**src/rtl/pstc_pkg.sv**
```systemverilog
package pstc_pkg;
  // Readout control lines, in the order of the edge-detector vector
  typedef enum int {
    CTL_SHIFT    = 0,
    CTL_RISE_REL = 1,
    CTL_CNT_REL  = 2
  } ctl_idx_e;
  localparam int NUM_CTL = 3;
endpackage

```
**src/rtl/pstc_edge_det.sv**
```systemverilog
module pstc_edge_det #(
  parameter int N = 3
) (
  input  logic         clk,
  input  logic         rst_n,
  input  logic [N-1:0] lvl,
  output logic [N-1:0] rise
);
  logic [N-1:0] prev_q;

  for (genvar i = 0; i < N; i++) begin : g_bit
    assign rise[i] = lvl[i] & ~prev_q[i];

    always_ff @(posedge clk or negedge rst_n) begin
      if (!rst_n) prev_q[i] <= 1'b0;
      else        prev_q[i] <= lvl[i];
    end
  end
endmodule

```
**src/rtl/pstc_phase_enc.sv**
```systemverilog
module pstc_phase_enc #(
  parameter int PHASES = 4,
  localparam int FINE_W = $clog2(PHASES),
  localparam int CNT_W  = $clog2(PHASES + 1)
) (
  input  logic [PHASES-1:0] phase,
  output logic              level,
  output logic [FINE_W-1:0] fine,
  output logic              bad
);
  logic [PHASES-2:0] diff;
  logic [CNT_W-1:0]  ones;
  logic [CNT_W-1:0]  trans;

  for (genvar i = 0; i < PHASES - 1; i++) begin : g_diff
    assign diff[i] = phase[i] ^ phase[i+1];
  end

  always_comb begin
    ones  = '0;
    trans = '0;
    for (int i = 0; i < PHASES; i++)     ones  = ones  + CNT_W'(phase[i]);
    for (int i = 0; i < PHASES - 1; i++) trans = trans + CNT_W'(diff[i]);
  end

  assign level = phase[PHASES-1];
  assign fine  = FINE_W'(ones - CNT_W'(1));
  assign bad   = (trans > CNT_W'(1));
endmodule

```
**src/rtl/pstc_width_ctr.sv**
```systemverilog
module pstc_width_ctr #(
  parameter int WIDTH_W = 7
) (
  input  logic               clk,
  input  logic               rst_n,
  input  logic               start,
  input  logic               level,
  input  logic [WIDTH_W-1:0] thr,
  output logic               hit
);
  logic               running_q, running_d;
  logic [WIDTH_W-1:0] cnt_q, cnt_d;
  logic [WIDTH_W:0]   base, hits;
  logic               active;

  always_comb begin
    active    = start | (running_q & level);
    base      = start ? '0 : {1'b0, cnt_q};
    hits      = base + (WIDTH_W+1)'(1);
    hit       = active & (hits >= {1'b0, thr});
    running_d = 1'b0;
    cnt_d     = cnt_q;
    if (active && !hit) begin
      running_d = 1'b1;
      cnt_d     = hits[WIDTH_W-1:0];
    end
  end

  always_ff @(posedge clk or negedge rst_n) begin
    if (!rst_n) begin
      running_q <= 1'b0;
      cnt_q     <= '0;
    end else begin
      running_q <= running_d;
      cnt_q     <= cnt_d;
    end
  end

  AST_STOP_AFTER_HIT: assert property (@(posedge clk) disable iff (!rst_n)
    hit |=> !running_q);
  AST_NOISE_STOPS: assert property (@(posedge clk) disable iff (!rst_n)
    (running_q && !level && !start) |=> !running_q);
endmodule

```
**src/rtl/pstc_hit_regs.sv**
```systemverilog
module pstc_hit_regs #(
  parameter int COARSE_W = 10,
  parameter int FINE_W   = 2,
  localparam int RISE_W  = COARSE_W + FINE_W,
  localparam int CHAIN_W = RISE_W + COARSE_W
) (
  input  logic                clk,
  input  logic                rst_n,
  input  logic                rise_load,
  input  logic [RISE_W-1:0]   rise_word,
  input  logic                fall_load,
  input  logic [COARSE_W-1:0] fall_word,
  input  logic                shift_en,
  output logic                ser_out
);
  logic [CHAIN_W-1:0] chain_q, chain_d;

  always_comb begin
    chain_d = chain_q;
    if (shift_en) begin
      chain_d = {chain_q[CHAIN_W-2:0], 1'b0};
    end else begin
      if (rise_load) chain_d[CHAIN_W-1:COARSE_W] = rise_word;
      if (fall_load) chain_d[COARSE_W-1:0]       = fall_word;
    end
  end

  always_ff @(posedge clk or negedge rst_n) begin
    if (!rst_n) chain_q <= '0;
    else        chain_q <= chain_d;
  end

  assign ser_out = chain_q[CHAIN_W-1];

  AST_RISE_FROZEN: assert property (@(posedge clk) disable iff (!rst_n)
    (!rise_load && !shift_en) |=> $stable(chain_q[CHAIN_W-1:COARSE_W]));
  AST_LOAD_SHIFT_EXCL: assert property (@(posedge clk) disable iff (!rst_n)
    !(shift_en && (rise_load || fall_load)));
endmodule

```
**src/rtl/pulse_stamp_channel.sv**
```systemverilog
module pulse_stamp_channel #(
  parameter int COARSE_W = 10,
  parameter int PHASES   = 4,
  parameter int WIDTH_W  = 7,
  localparam int FINE_W  = $clog2(PHASES),
  localparam int RISE_W  = COARSE_W + FINE_W
) (
  input  logic                clk,
  input  logic                rst_n,
  input  logic [PHASES-1:0]   phase_smp,
  input  logic [COARSE_W-1:0] coarse_cnt,
  input  logic [WIDTH_W-1:0]  min_width,
  input  logic                shift_req,
  input  logic                rise_rel_req,
  input  logic                cnt_rel_req,
  output logic                evt_valid,
  output logic                phase_err,
  output logic                ser_out
);
  import pstc_pkg::*;

  logic [NUM_CTL-1:0] ctl_lvl, ctl_rise;
  logic               level, bad;
  logic [FINE_W-1:0]  fine;
  logic               lvl_q, valid_q, hold_q, armed_q, err_q;
  logic               valid_d, hold_d, armed_d;
  logic               rise_trig, fall_trig, accept, start, hit, fall_cap, shift_en;

  always_comb begin
    ctl_lvl               = '0;
    ctl_lvl[CTL_SHIFT]    = shift_req;
    ctl_lvl[CTL_RISE_REL] = rise_rel_req;
    ctl_lvl[CTL_CNT_REL]  = cnt_rel_req;
  end

  pstc_edge_det #(.N(NUM_CTL)) u_edges (
    .clk(clk), .rst_n(rst_n), .lvl(ctl_lvl), .rise(ctl_rise)
  );

  pstc_phase_enc #(.PHASES(PHASES)) u_enc (
    .phase(phase_smp), .level(level), .fine(fine), .bad(bad)
  );

  pstc_width_ctr #(.WIDTH_W(WIDTH_W)) u_width (
    .clk(clk), .rst_n(rst_n), .start(start), .level(level),
    .thr(min_width), .hit(hit)
  );

  pstc_hit_regs #(.COARSE_W(COARSE_W), .FINE_W(FINE_W)) u_hits (
    .clk(clk), .rst_n(rst_n),
    .rise_load(accept), .rise_word({coarse_cnt, fine}),
    .fall_load(fall_cap), .fall_word(coarse_cnt),
    .shift_en(shift_en), .ser_out(ser_out)
  );

  // Next-state logic
  always_comb begin
    rise_trig = level & ~lvl_q;
    fall_trig = ~level & lvl_q;
    accept    = rise_trig & ~valid_q;
    start     = accept & ~hold_q;
    fall_cap  = fall_trig & armed_q;
    shift_en  = ctl_rise[CTL_SHIFT] & valid_q & ~armed_q;

    valid_d = valid_q;
    if (hit)                        valid_d = 1'b1;
    else if (ctl_rise[CTL_RISE_REL]) valid_d = 1'b0;

    hold_d = hold_q;
    if (hit)                       hold_d = 1'b1;
    else if (ctl_rise[CTL_CNT_REL]) hold_d = 1'b0;

    armed_d = armed_q;
    if (hit)                    armed_d = 1'b1;
    else if (accept || fall_cap) armed_d = 1'b0;
  end

  // State registers
  always_ff @(posedge clk or negedge rst_n) begin
    if (!rst_n) begin
      lvl_q   <= 1'b0;
      valid_q <= 1'b0;
      hold_q  <= 1'b0;
      armed_q <= 1'b0;
      err_q   <= 1'b0;
    end else begin
      lvl_q   <= level;
      valid_q <= valid_d;
      hold_q  <= hold_d;
      armed_q <= armed_d;
      err_q   <= bad;
    end
  end

  assign evt_valid = valid_q;
  assign phase_err = err_q;

  AST_VALID_STICKY: assert property (@(posedge clk) disable iff (!rst_n)
    (valid_q && !ctl_rise[CTL_RISE_REL]) |=> valid_q);
  AST_FALL_NEEDS_VALID: assert property (@(posedge clk) disable iff (!rst_n)
    fall_cap |-> valid_q);
  AST_NO_START_HELD: assert property (@(posedge clk) disable iff (!rst_n)
    hold_q |-> !hit);
  AST_FROZEN_NO_ACCEPT: assert property (@(posedge clk) disable iff (!rst_n)
    valid_q |-> !start);
endmodule

```
**config.mk**
```make
export PLATFORM = sky130hd
export DESIGN_NAME = pulse_stamp_channel
export DESIGN_NICKNAME = d
export VERILOG_FILES = /design/src/rtl/pstc_pkg.sv /design/src/rtl/pstc_edge_det.sv /design/src/rtl/pstc_phase_enc.sv /design/src/rtl/pstc_width_ctr.sv /design/src/rtl/pstc_hit_regs.sv /design/src/rtl/pulse_stamp_channel.sv
export SDC_FILE = /design/constraint.sdc
export NUM_CORES = 1
export LEC_CHECK = 0
export CAP_MARGIN = 20
export CELL_PAD_IN_SITES_DETAIL_PLACEMENT = 1
export CELL_PAD_IN_SITES_GLOBAL_PLACEMENT = 2
export CORE_UTILIZATION = 34
export CTS_CLUSTER_SIZE = 12
export DETAILED_ROUTE_END_ITERATION = 10
export GPL_TIMING_DRIVEN = 0
export PLACE_DENSITY_LB_ADDON = 0.1
export SLEW_MARGIN = 20
export SYNTH_ARGS = -nofsm -noshare
export SYNTH_HDL_FRONTEND = slang
export SYNTH_SLANG_ARGS = --single-unit
```
**constraint.sdc**
```tcl
create_clock -name clk -period 3.7 [get_ports clk]
set_input_delay 0.555 -clock clk [delete_from_list [all_inputs] [get_ports clk]]
set_output_delay 0.555 -clock clk [all_outputs]
set_load 0.02 [all_outputs]
```
==> out/results.md, run 1 <==
| Stage | Parameter | Value |
|---|---|---|
| setup path | Critical path data arrival time | 3.60 ns |
| yosys | Adder and majority cell fraction of the synthesized area | 7.370% |
| run | Maximum capacitance violations | 0 |
| setup path | Critical Path, Cell by Cell | clkbuf_2, nor3b_4, buf_4, nand2b_1, and2_1, ha_1, nand3_1, xor2_1, nor2_1, ha_1, a21oi_1, a2bb2oi_1, o21ai_0, nor4b_4, buf_4, mux2_2 |
| yosys | Share of the synthesized netlist area taken by xor and xnor gates | 3.558% |
| detailed routing | Remaining antenna violation count after routing | 0 |
| global routing | Global-route wire length before repair | 7762 um |
| die | Total Die Area | 6100 um2 |
| yosys | Compound-cell area share of the yosys netlist | 9.276% |
| final layout | Ant diodes | 0 |
| sta | Final Hold Fails | 0 |
| detailed routing | Remaining routing DRC violations | 0 |
| die | Width of the die | 78.11 um |
| yosys | Post-Syn Instances | 186 |
| detailed routing | Detailed-route wire length | 4549 um |
| clock network | TritonCTS clock tree | yes |
| pwr | Switching share of power | 33.62% |
| clock network | Number of buffers inserted for hold repair after clock tree synthesis | 0 |
| clock network | Clock net sink count | 38 |
| yosys | Largest family of logic cells by synthesized area | multiplexers |
| die | Floorplan core area | 5540 um2 |
| global routing | Gr usage total | 16.43% |
| yosys | Multiplexer share of the synthesized area | 14.61% |
| pwr | Total Power | 1.510 mW |
| pwr | Total net switching power | 0.5078 mW |
| pwr | Relative contribution of combinational cells to total power | 36.1% |
| die | Ports placed on the boundary | 29 |
| detailed routing | Number of vias after detailed routing | 1491 |
| clock network | H-tree level count | 2 |
| global routing | Most Used Layer, Global Route | met2 |
| setup path | Crit path launch type | input pin |
| final layout | Reg area | 950.9 um2 |
| pwr | Largest voltage drop on the vdd net | 250.6 uV |
| sta | Maximum clock frequency | 0.2916 GHz |
| global routing | Maximum number of pins on one net before global-route repair | 21 |
| setup path | Highest net fanout along the worst path | 6 |
| global routing | Antenna violations before repair | 0 |
| setup path | Register-to-Register Path Depth | 15 |
| sta | Share of the clock period used by the worst path | 92.67% |
| detailed routing | Via density | 5.020 |
| setup path | Max stage delay on crit path | 0.34 ns |
| pwr | Power share of the clock group | 18.8% |
| sta | Max_slew headroom | 46.67% |
| final layout | Multi-input gate area | 950.9 um2 |
| clock network | Clock latency at the later pin of the worst-skew pair | 0.28 ns |
| final layout | Layout filler cell count | 634 |
| setup path | Data required time at the worst endpoint | 3.87 ns |
| sta | Unrepaired setup endpoints after global routing | false |
| yosys | Average instance area after synthesis | 10.59 um2 |
| setup path | Worst setup path startpoint | phase_smp[3] |
| setup path | Setup crit end kind | flip-flop |
| yosys | Post-synthesis cell type count | 31 |
| sta | Count of final max-slew check failures | 0 |
| setup path | Slowest cell on the critical path | mux2_2 |
| sta | Final setup slack of the worst path | 0.2711 ns |
| clock network | Maximum buffer depth of the clock tree | 2 |
| pwr | Power per standard cell area | 610.6 nW/um2 |
| pwr | Leakage power of the design | 1.175 nW |
| clock network | Clock transition time at the flip-flop clock pins of the worst setup and hold paths | 0.07 ns |
| pwr | Part of the power in registers | 45.2% |
| yosys | Sequential cell area fraction in the yosys report | 48.28% |
| setup path | Worst reg2reg startpoint | evt_valid |
| die | Number of placement rows | 27 |
| yosys | Post-synthesis async set-or-reset flop share | 100.0% |
| final layout | Most common cell after layout, fill and taps aside | dfrtp_1 |
| yosys | Main flop type after synthesis | dfrtp_1 |
| final layout | Area added between synthesis and finish | 25.60% |
| sta | Worst-margin pin slew | 0.7999 ns |
| detailed routing | Detailed-route wire length per cell | 15.32 um |
| yosys | Number of synthesized flops with an enable pin | 0 |
| global routing | Met1 Track Usage GR | 17.79% |
| sta | Hold WS | 0.2415 ns |
| place | Final weighted congestion in routability-driven placement | 0.7118 |
| yosys | Count of warnings emitted by yosys | 0 |
| sta | Worst setup skew after layout | 0.002523 ns |
| global routing | Vias in the first global route | 1650 |
| die | Height of the die | 78.11 um |
| yosys | Flip-flop and latch count after synthesis | 38 |
| sta | Count of final setup violators | 0 |
| die | Initial core utilization | 35.55% |
| hold path | Type of the worst min-delay path | in2async |
| place | Port buffer count | 28 |
| setup path | Register-to-Register Setup Slack | 0.30 ns |
| run status | Run status | finished, final reports clean |
| setup path | Largest delay contributor family on the critical path | simple AND/OR/NAND/NOR gates |
| setup path | Buffering stage count on the worst path with inverters included | 3 |
| global routing | Global-route met2 utilization | 31.67% |
| clock network | Root Buffer | clkbuf_8 |
| sta | Final critical delay including setup and external delays | 3.429 ns |
| global routing | Overall overflow remaining after global route | 0 |
| pwr | Power Internal | 1.003 mW |
| yosys | Simple-gate portion of the synthesized area | 13.28% |
| setup path | Category of the critical setup timing path | in2reg |
| yosys | Nets in the synthesized netlist | 223 |
| final layout | Number of nets in the finished design | 263 |
| setup path | Endpoint of the worst-slack reg-to-reg timing path | u_width.cnt_q[4] |
| final layout | Commonest non-fill, non-tap cells in the layout | 38 x dfrtp_1, 28 x nand2_1, 26 x clkdlybuf4s50_1 |
| sta | Total negative slack for setup checks | 0 ns |
| final layout | Fraction of final layout cells with drive strength greater than 1 | 10.22% |
| final layout | Utilization after layout | 44.65% |
| place | HPWL reported at the end of detailed placement | 3411 um |
| clock network | Number of clock buffers inserted by TritonCTS | 5 |
| detailed routing | Initial DRC count | 57 |
| yosys | Area of the mapped netlist | 1969 um2 |
| global routing | Met3 track demand over resource in global routing | 3.488% |
| detailed routing | Detailed-router iteration count before antenna repair | 4 |
| place | Worst slack, placed | -1.001 ns |
-- worst max path at each step --
stage                       endpoint  slack (ns)  cells past startpoint
global route        u_width.cnt_q[1]        0.05                     16
CTS                 u_width.cnt_q[4]        0.03                     16
detailed placement  u_width.cnt_q[4]       -1.00                     14
finish              u_width.cnt_q[4]        0.27                     16
global placement    u_width.cnt_q[4]       -0.91                     14
floorplan           u_width.cnt_q[1]        0.34                     13
-- cell usage after synthesis (2+ instances only) --
cell / number / area, um2
a21o_1: 2 / 15.01
a21oi_1: 2 / 10.01
clkbuf_1: 6 / 22.52
dfrtp_1: 38 / 950.9
ha_1: 10 / 125.1
inv_1: 12 / 45.04
mux2_2: 6 / 67.56
mux2i_1: 22 / 220.2
nand2_1: 28 / 105.1
nand2b_1: 2 / 12.51
nand3_1: 3 / 15.01
nor2_1: 5 / 18.77
nor4bb_1: 2 / 20.02
o21ai_0: 25 / 125.1
xor2_1: 7 / 61.31
-- area by class of cell --
class	count	area share, %
tap	72	3.642
inverter	12	1.821
multi-input combinational	129	38.44
timing repair buffer	33	13.25
clock buffer	6	3.338
buffer	7	1.062
sequential	38	38.44
-- kinds of logic after synthesis --
family,count (synthesis)
flip-flops,38
XOR/XNOR,8
AND/OR/NAND/NOR,49
multiplexers,28
AO/OA/AOI/OAI,33
adder cells (fa/ha/maj),11
buffers and inverters,19
-- power groups by stage --
| stage | combinational (mW) | clock (mW) | sequential [mW] |
|---|---|---|---|
| floorplan | 0.356 | 0 | 0.674 |
| global placement | 0.503 | 0 | 0.681 |
| detailed placement | 0.532 | 0 | 0.691 |
| CTS | 0.554 | 0.295 | 0.683 |
| global route | 0.620 | 0.308 | 0.703 |
| finish | 0.545 | 0.284 | 0.682 |
-- flip-flops by register name, summed over array words and instances (netlist names) --
| name | count |
|---|---|
| u_hits.chain_q | 22 |
| phase_err | 1 |
| hold_q | 1 |
| u_width.running_q | 1 |
| lvl_q | 1 |
| u_width.cnt_q | 7 |
| u_edges.prev_q | 3 |
| armed_q | 1 |
| evt_valid | 1 |
-- metal layers --
metal	share of wire [%]	up-vias	wire, um
met4	1.1	0	48
li1	-	712	-
met1	41	748	1866
met3	3.3	5	152
met5	0	-	0
met2	55	26	2482
-- timing repair --
action                     in CTS  in global routing
resized for setup               2                  3
pin swaps                       1                  0
buffers inserted                4                  0
setup endpoints to repair      11                  7
hold endpoints to repair        0                  0
-- through the flow --
step	std cells	instance area (um2)
final	297	2474
after global routing	297	2474
after CTS	297	2475
after detailed placement	287	2362
after global placement	286	2340
after floorplan	186	1969
-- worst register-to-register path, delay by kind of cell, from the launching register on --
family	cells	cell delay [ns]
muxes	1	0.34
buffers and inverters	2	0.33
AOI/OAI and AO/OA	3	0.51
and+or+nand+nor	6	1.01
xor gates and xnor gates	1	0.15
adders and majority gates	2	0.51
DFF	1	0.43
Power figures use the tool's default switching activity.
==> run 2, diff against run 1 <==
- CORE_UTILIZATION: 34 -> 36
- CTS_BUF_LIST: unset -> sky130_fd_sc_hd__clkbuf_4 sky130_fd_sc_hd__clkbuf_8
==> run 2 against run 1 <==
Clock skew grew 0.0046 ns. Clock power grew 21%. Hold slack lost 0.073 ns. Critical endpoint is now u_width.cnt_q[6]. Routed wire length shrank 3.5%. Non-clock buffer count is the same.
==> out/results.md, run 2 (synthesis results as in run 1) <==
| Stage | Parameter | Value | Change |
|---|---|---|---|
| setup path | Largest delay contributor family on the critical path | simple AND/OR/NAND/NOR gates |  |
| die | Ports placed on the boundary | 29 | unchanged |
| clock network | Maximum buffer depth of the clock tree | 2 | unchanged |
| final layout | Fraction of final layout cells with drive strength greater than 1 | 11.01% | +0.79 points |
| detailed routing | Max Used Layer | met4 |  |
| final layout | Reg area | 950.9 um2 | unchanged |
| setup path | Critical path data arrival time | 3.68 ns | +0.08 ns |
| clock network | Clock transition time at the flip-flop clock pins of the worst setup and hold paths | 0.08 ns | about the same |
| sta | Count of final setup violators | 0 | unchanged |
| global routing | Global-route wire length before repair | 7886 um | +1.6% |
| sta | Max_slew headroom | 51.48% | +4.8 points |
| clock network | H-tree level count | 2 | unchanged |
| global routing | Maximum number of pins on one net before global-route repair | 26 | +24% |
| sta | Worst setup skew after layout | 0.007159 ns | +0.004637 ns |
| pwr | Largest voltage drop on the vdd net | 286.2 uV | +14% |
| run status | Run status | finished, final reports clean |  |
| place | Port buffer count | 28 | unchanged |
| global routing | Gr usage total | 17.01% | +0.58 points |
| clock network | Clock latency at the later pin of the worst-skew pair | 0.28 ns | about the same |
| final layout | Commonest non-fill, non-tap cells in the layout | 38 x dfrtp_1, 28 x nand2_1, 26 x clkdlybuf4s50_1 |  |
| place | Final weighted congestion in routability-driven placement | 0.7387 | +3.8% |
| final layout | Multi-input gate area | 958.4 um2 | +0.79% |
| setup path | Setup crit end kind | flip-flop |  |
| setup path | Max stage delay on crit path | 0.34 ns | about the same |
| final layout | Largest registers | u_hits.chain_q: 22 flops, u_width.cnt_q: 7 flops, u_edges.prev_q: 3 flops |  |
| sta | Worst-margin pin slew | 0.7279 ns | -0.07203 ns |
| hold path | Type of the worst min-delay path | in2async |  |
| place | Placed cell count | 285 | -0.70% |
| clock network | Clock net sink count | 38 | unchanged |
| detailed routing | Detailed-route wire length per cell | 14.78 um | -3.5% |
| detailed routing | Remaining routing DRC violations | 0 | unchanged |
| final layout | Final non-filler cell total | 297 | unchanged |
| sta | Count of final max-slew check failures | 0 | unchanged |
| die | Total Die Area | 5770 um2 | -5.4% |
| setup path | Slowest cell on the critical path | dlygate4sd2_1 |  |
| setup path | Critical Path, Cell by Cell | dlygate4sd2_1, nor3b_4, and2b_2, nor2_4, ha_2, xnor2_1, ha_1, a21o_1, a31oi_1, o21ai_1, nor4b_4, buf_4, mux2_2 |  |
| setup path | Highest net fanout along the worst path | 8 | +2 |
| die | Number of placement rows | 26 | -3.7% |
| pwr | Total Power | 1.587 mW | +5.1% |
| sta | Final Hold Fails | 0 | unchanged |
| sta | Final critical delay including setup and external delays | 3.516 ns | +0.08705 ns |
| final layout | Largest register by flop count | u_hits.chain_q |  |
| final layout | Layout filler cell count | 573 | -9.6% |
| setup path | Category of the critical setup timing path | in2reg |  |
| global routing | Antenna violations before repair | 0 | unchanged |
| detailed routing | Number of vias after detailed routing | 1489 | -0.13% |
| final layout | Number of nets in the finished design | 263 | unchanged |
| detailed routing | Detailed-router iteration count before antenna repair | 4 | unchanged |
| sta | Unrepaired setup endpoints after global routing | false |  |
| detailed routing | Met2 routed wirelength | 2287 um | -7.9% |
| detailed routing | Initial DRC count | 71 | +25% |
| die | Floorplan core area | 5172 um2 | -6.6% |
| detailed routing | Remaining antenna violation count after routing | 0 | unchanged |
| run | Maximum capacitance violations | 0 | unchanged |
| clock network | Number of clock buffers inserted by TritonCTS | 5 | unchanged |
| detailed routing | Detailed-route wire length | 4389 um | -3.5% |
| pwr | Leakage power of the design | 1.187 nW | +1.0% |
| pwr | Power per standard cell area | 634.7 nW/um2 | +3.9% |
| sta | Share of the clock period used by the worst path | 95.03% | +2.4 points |
| global routing | Vias in the first global route | 1713 | +3.8% |
| die | Initial core utilization | 38.07% | +2.5 points |
| die | Width of the die | 75.96 um | -2.7% |
| detailed routing | M1 wire length | 1962 um | +5.1% |
| clock network | Root Buffer | clkbuf_8 |  |
| final layout | Area added between synthesis and finish | 27.00% |  |
| clock network | TritonCTS clock tree | yes |  |
| sta | Maximum clock frequency | 0.2844 GHz | -2.5% |
| setup path | Crit path launch type | input pin |  |
| global routing | Overall overflow remaining after global route | 0 | unchanged |
| setup path | Data required time at the worst endpoint | 3.87 ns | about the same |
| setup path | Buffering stage count on the worst path with inverters included | 2 | -1 |
| final layout | Ant diodes | 0 | unchanged |
| detailed routing | Routed length on met3 | 104 um | -32% |
| final layout | Flip-flop count of the largest register, all copies and words added | 22 | unchanged |
| die | Height of the die | 75.96 um | -2.7% |
| place | HPWL reported at the end of detailed placement | 3310 um | -3.0% |
| final layout | Most common cell after layout, fill and taps aside | dfrtp_1 |  |
| detailed routing | Via density | 5.013 | -0.13% |
-- run 2: worst paths after layout --
path                                   start                  to  slack, ns  cells past startpoint
max                             phase_smp[3]    u_width.cnt_q[6]       0.18                     13
min                                    rst_n           phase_err       0.17                      1
max reg2reg                        evt_valid    u_width.cnt_q[6]       0.40                     12
min reg2reg                u_edges.prev_q[2]              hold_q       0.47                      2
max in group asynchronous              rst_n  u_hits.chain_q[16]       3.07                      2
min in group clk           u_edges.prev_q[2]              hold_q       0.47                      2
-- run 2: what timing repair did --
action	in CTS	in global routing
endpoints found under the setup margin	11	7
hold buffers	0	0
setup buffers	4	0
pin swaps	1	0
resized for setup	4	2
-- run 2: cell type report --
cell class              count  share of cell area (%)
plain buffers               7                   1.051
clock buffers               5                   2.751
clock inverters             3                   1.601
inverters                  12                   1.801
multi-input cells         129                   38.32
flip-flops and latches     38                   38.02
well taps                  70                   3.502
repair buffers             33                   12.96
-- run 2: stage by stage --
stage | hold WS, ns | instance area [um2] | setup TNS (ns) | utilization [%] | setup WS, ns
floorplan | 0.2594 | 1969 | 0 | - | 0.3382
global placement | 0.4578 | 2337 | -7.620 | 45.19 | -0.8319
detailed placement | 0.4733 | 2352 | -9.126 | 45.48 | -0.9927
CTS | 0.1781 | 2494 | 0 | 48.21 | 0.08581
global route | 0.1971 | 2501 | 0 | 48.36 | 0.007724
finish | 0.1689 | 2501 | 0 | 48.36 | 0.1840
-- run 2: power breakdown --
group / switching, mW / internal [mW]
registers: 0.101 / 0.579
clock network: 0.146 / 0.198
logic: 0.279 / 0.284
-- run 2: per-layer routing --
| layer | track usage, % | vias up |
|---|---|---|
| li1 | - | 715 |
| met1 | 21.14 | 747 |
| met2 | 30.82 | 23 |
| met3 | 2.651 | 4 |
| met4 | 4.038 | 0 |
| met5 | 0 | - |
==> run 3, diff against run 2 <==
- CAP_MARGIN: 20 -> unset
- CORE_ASPECT_RATIO: unset -> 0.6
- SKIP_CTS_REPAIR_TIMING: unset -> 1
==> run 3 against run 2 <==
Cell count down 1.7%. Routed wire length is 11% higher. Die area up 0.17%. Via count is 0.13% higher. Largest cell class unchanged. Sequential share of layout area grew 0.48 points. Non-clock buffer count did not move.
==> out/results.md, run 3 (synthesis results as in run 1) <==
| Stage | Parameter | Value | Change |
|---|---|---|---|
| setup path | Critical path data arrival time | 3.71 ns | +0.03 ns |
| clock network | Clock net sink count | 38 | unchanged |
| clock network | TritonCTS clock tree | yes |  |
| global routing | Global-route met2 utilization | 26.07% | -4.7 points |
| sta | Final critical delay including setup and external delays | 3.527 ns | +0.01105 ns |
| die | Floorplan core area | 5155 um2 | -0.34% |
| final layout | Layout filler cell count | 586 | +2.3% |
| sta | Final Hold Fails | 0 | unchanged |
| clock network | Clock latency at the later pin of the worst-skew pair | 0.29 ns | about the same |
| final layout | Most common cell after layout, fill and taps aside | dfrtp_1 |  |
| detailed routing | Number of vias after detailed routing | 1491 | +0.13% |
| pwr | Power per standard cell area | 629.0 nW/um2 | -0.89% |
| die | Number of placement rows | 20 | -23% |
| final layout | Ant diodes | 0 | unchanged |
| die | Height of the die | 59.29 um | -22% |
| place | HPWL reported at the end of detailed placement | 3662 um | +11% |
| pwr | Power share of the clock group | 18.6% | -3.1 points |
| global routing | Met1 Track Usage GR | 27.06% | +5.9 points |
| global routing | Most Used Layer, Global Route | met1 |  |
| final layout | Flip-flop count of the largest register, all copies and words added | 22 | unchanged |
| detailed routing | Via density | 5.106 | +1.8% |
| detailed routing | Detailed-router iteration count before antenna repair | 4 | unchanged |
| clock network | Root Buffer | clkbuf_8 |  |
| detailed routing | Remaining antenna violation count after routing | 0 | unchanged |
| final layout | Number of nets in the finished design | 263 | unchanged |
| run | Maximum capacitance violations | 0 | unchanged |
| place | Final weighted congestion in routability-driven placement | 0.7398 | +0.15% |
| setup path | Setup crit end kind | flip-flop |  |
| detailed routing | Detailed-route wire length | 4858 um | +11% |
| setup path | Crit path launch type | input pin |  |
| global routing | Maximum number of pins on one net before global-route repair | 29 | +12% |
| pwr | Total net switching power | 0.5471 mW | +4.0% |
| clock network | Number of clock buffers inserted by TritonCTS | 5 | unchanged |
| sta | Count of final max-slew check failures | 0 | unchanged |
| sta | Share of the clock period used by the worst path | 95.32% | +0.30 points |
| detailed routing | Detailed-route wire length per cell | 16.64 um | +13% |
| global routing | Met3 track demand over resource in global routing | 4.009% | +1.4 points |
| final layout | Fraction of final layout cells with drive strength greater than 1 | 10.62% | -0.39 points |
| setup path | Data required time at the worst endpoint | 3.88 ns | about the same |
| global routing | Antenna violations before repair | 0 | unchanged |
| clock network | Maximum buffer depth of the clock tree | 2 | unchanged |
| pwr | Switching share of power | 35.22% | +2.1 points |
| die | Total Die Area | 5780 um2 | +0.17% |
| place | Port buffer count | 28 | unchanged |
| pwr | Part of the power in registers | 44.7% | +1.8 points |
| final layout | Multi-input gate area | 953.4 um2 | -0.52% |
| final layout | Largest register by flop count | u_hits.chain_q |  |
| pwr | Relative contribution of combinational cells to total power | 36.7% | +1.3 points |
| pwr | Power Internal | 1.006 mW | -5.2% |
| setup path | Highest net fanout along the worst path | 8 | unchanged |
| global routing | Overall overflow remaining after global route | 0 | unchanged |
| die | Width of the die | 97.49 um | +28% |
| final layout | Reg area | 950.9 um2 | unchanged |
| global routing | Global-route wire length before repair | 7907 um | +0.27% |
| final layout | Largest registers | u_hits.chain_q: 22 flops, u_width.cnt_q: 7 flops, u_edges.prev_q: 3 flops |  |
| final layout | Area added between synthesis and finish | 25.41% |  |
| hold path | Type of the worst min-delay path | in2async |  |
| final layout | Commonest non-fill, non-tap cells in the layout | 38 x dfrtp_1, 28 x nand2_1, 26 x clkdlybuf4s50_1 |  |
| detailed routing | Initial DRC count | 65 | -8.5% |
| global routing | Gr usage total | 18.25% | +1.2 points |
| die | Ports placed on the boundary | 29 | unchanged |
| run status | Run status | finished, final reports clean |  |
| pwr | Total Power | 1.554 mW | -2.1% |
| sta | Total negative slack for setup checks | 0 ns | unchanged |
| clock network | Clock transition time at the flip-flop clock pins of the worst setup and hold paths | 0.07 ns | about the same |
| sta | Maximum clock frequency | 0.2835 GHz | -0.31% |
| detailed routing | Remaining routing DRC violations | 0 | unchanged |
| pwr | Largest voltage drop on the vdd net | 241.9 uV | -15% |
| setup path | Category of the critical setup timing path | in2reg |  |
| sta | Max_slew headroom | 47.73% | -3.7 points |
| global routing | Vias in the first global route | 1544 | -9.9% |
| sta | Worst setup skew after layout | 0.005304 ns | -0.001855 ns |
| sta | Worst-margin pin slew | 0.7841 ns | +0.05622 ns |
| sta | Count of final setup violators | 0 | unchanged |
| die | Initial core utilization | 38.20% | +0.13 points |
| clock network | H-tree level count | 2 | unchanged |
| pwr | Leakage power of the design | 1.181 nW | -0.52% |
[run 3: cell types whose count changed in the layout (fill, tap and decap cells not counted)]
cell / before / now
clkbuf_4: 0 / 2
clkinv_2: 2 / 0
bufinv_16: 1 / 0
dlygate4sd2_1: 1 / 0
dlymetal6s2s_1: 0 / 1
nor2_2: 0 / 1
nor2_4: 1 / 0
[run 3: power by group through the flow]
stage | Clock, mW | Combinational, mW | Sequential, mW
after global placement | 0 | 0.504 | 0.684
after floorplan | 0 | 0.356 | 0.674
after CTS | 0.295 | 0.541 | 0.693
after detailed placement | 0 | 0.540 | 0.699
final | 0.289 | 0.571 | 0.694
after global routing | 0.310 | 0.632 | 0.715
[run 3: critical path, cell delays in order]
cell,delay [ns]
dlymetal6s2s_1,0.21
nor3b_4,0.21
and2b_2,0.26
nor2_2,0.16
ha_2,0.25
nand3_1,0.10
xor2_1,0.15
nor2_1,0.15
ha_1,0.28
a21oi_1,0.18
a2bb2oi_1,0.16
o21ai_1,0.14
nor4b_4,0.30
buf_4,0.23
mux2_2,0.36
[run 3: final timing paths]
check                                  start                end  slack (ns)  cells after the start
min                                    rst_n  u_edges.prev_q[1]        0.13                      1
min in group clk           u_hits.chain_q[0]  u_hits.chain_q[1]        0.49                      2
max in group asynchronous              rst_n  u_hits.chain_q[9]        3.14                      2
min reg2reg                u_hits.chain_q[0]  u_hits.chain_q[1]        0.49                      2
max                             phase_smp[3]   u_width.cnt_q[2]        0.17                     15
max reg2reg                        evt_valid   u_width.cnt_q[2]        0.32                     14
[run 3: final cells by class]
cell class | instances | area share (%)
clock buffers | 7 | 3.394
well taps | 66 | 3.343
repair buffers | 33 | 13.27
multi-input cells | 129 | 38.60
inverters | 12 | 1.824
flip-flops and latches | 38 | 38.50
plain buffers | 7 | 1.064
[run 3: metal layers]
layer	vias up	share of wire (%)
met3	7	2.6
li1	714	-
met5	-	0
met2	27	41
met1	743	55
met4	0	1.3
[run 3: metrics by stage]
stage          setup WS [ns]  area (um2)  hold WS, ns  cells  util [%]
3_3_place_gp         -0.8924        2332       0.4634    280     45.24
4_1_cts              -0.7413        2431       0.1316    288     47.16
6_report              0.1730        2470       0.1270    292     47.91
5_1_grt            -0.004784        2470       0.1338    292     47.91
3_5_place_dp          -1.045        2347       0.4520    281     45.53
2_1_floorplan         0.3382        1969       0.2594    186         -
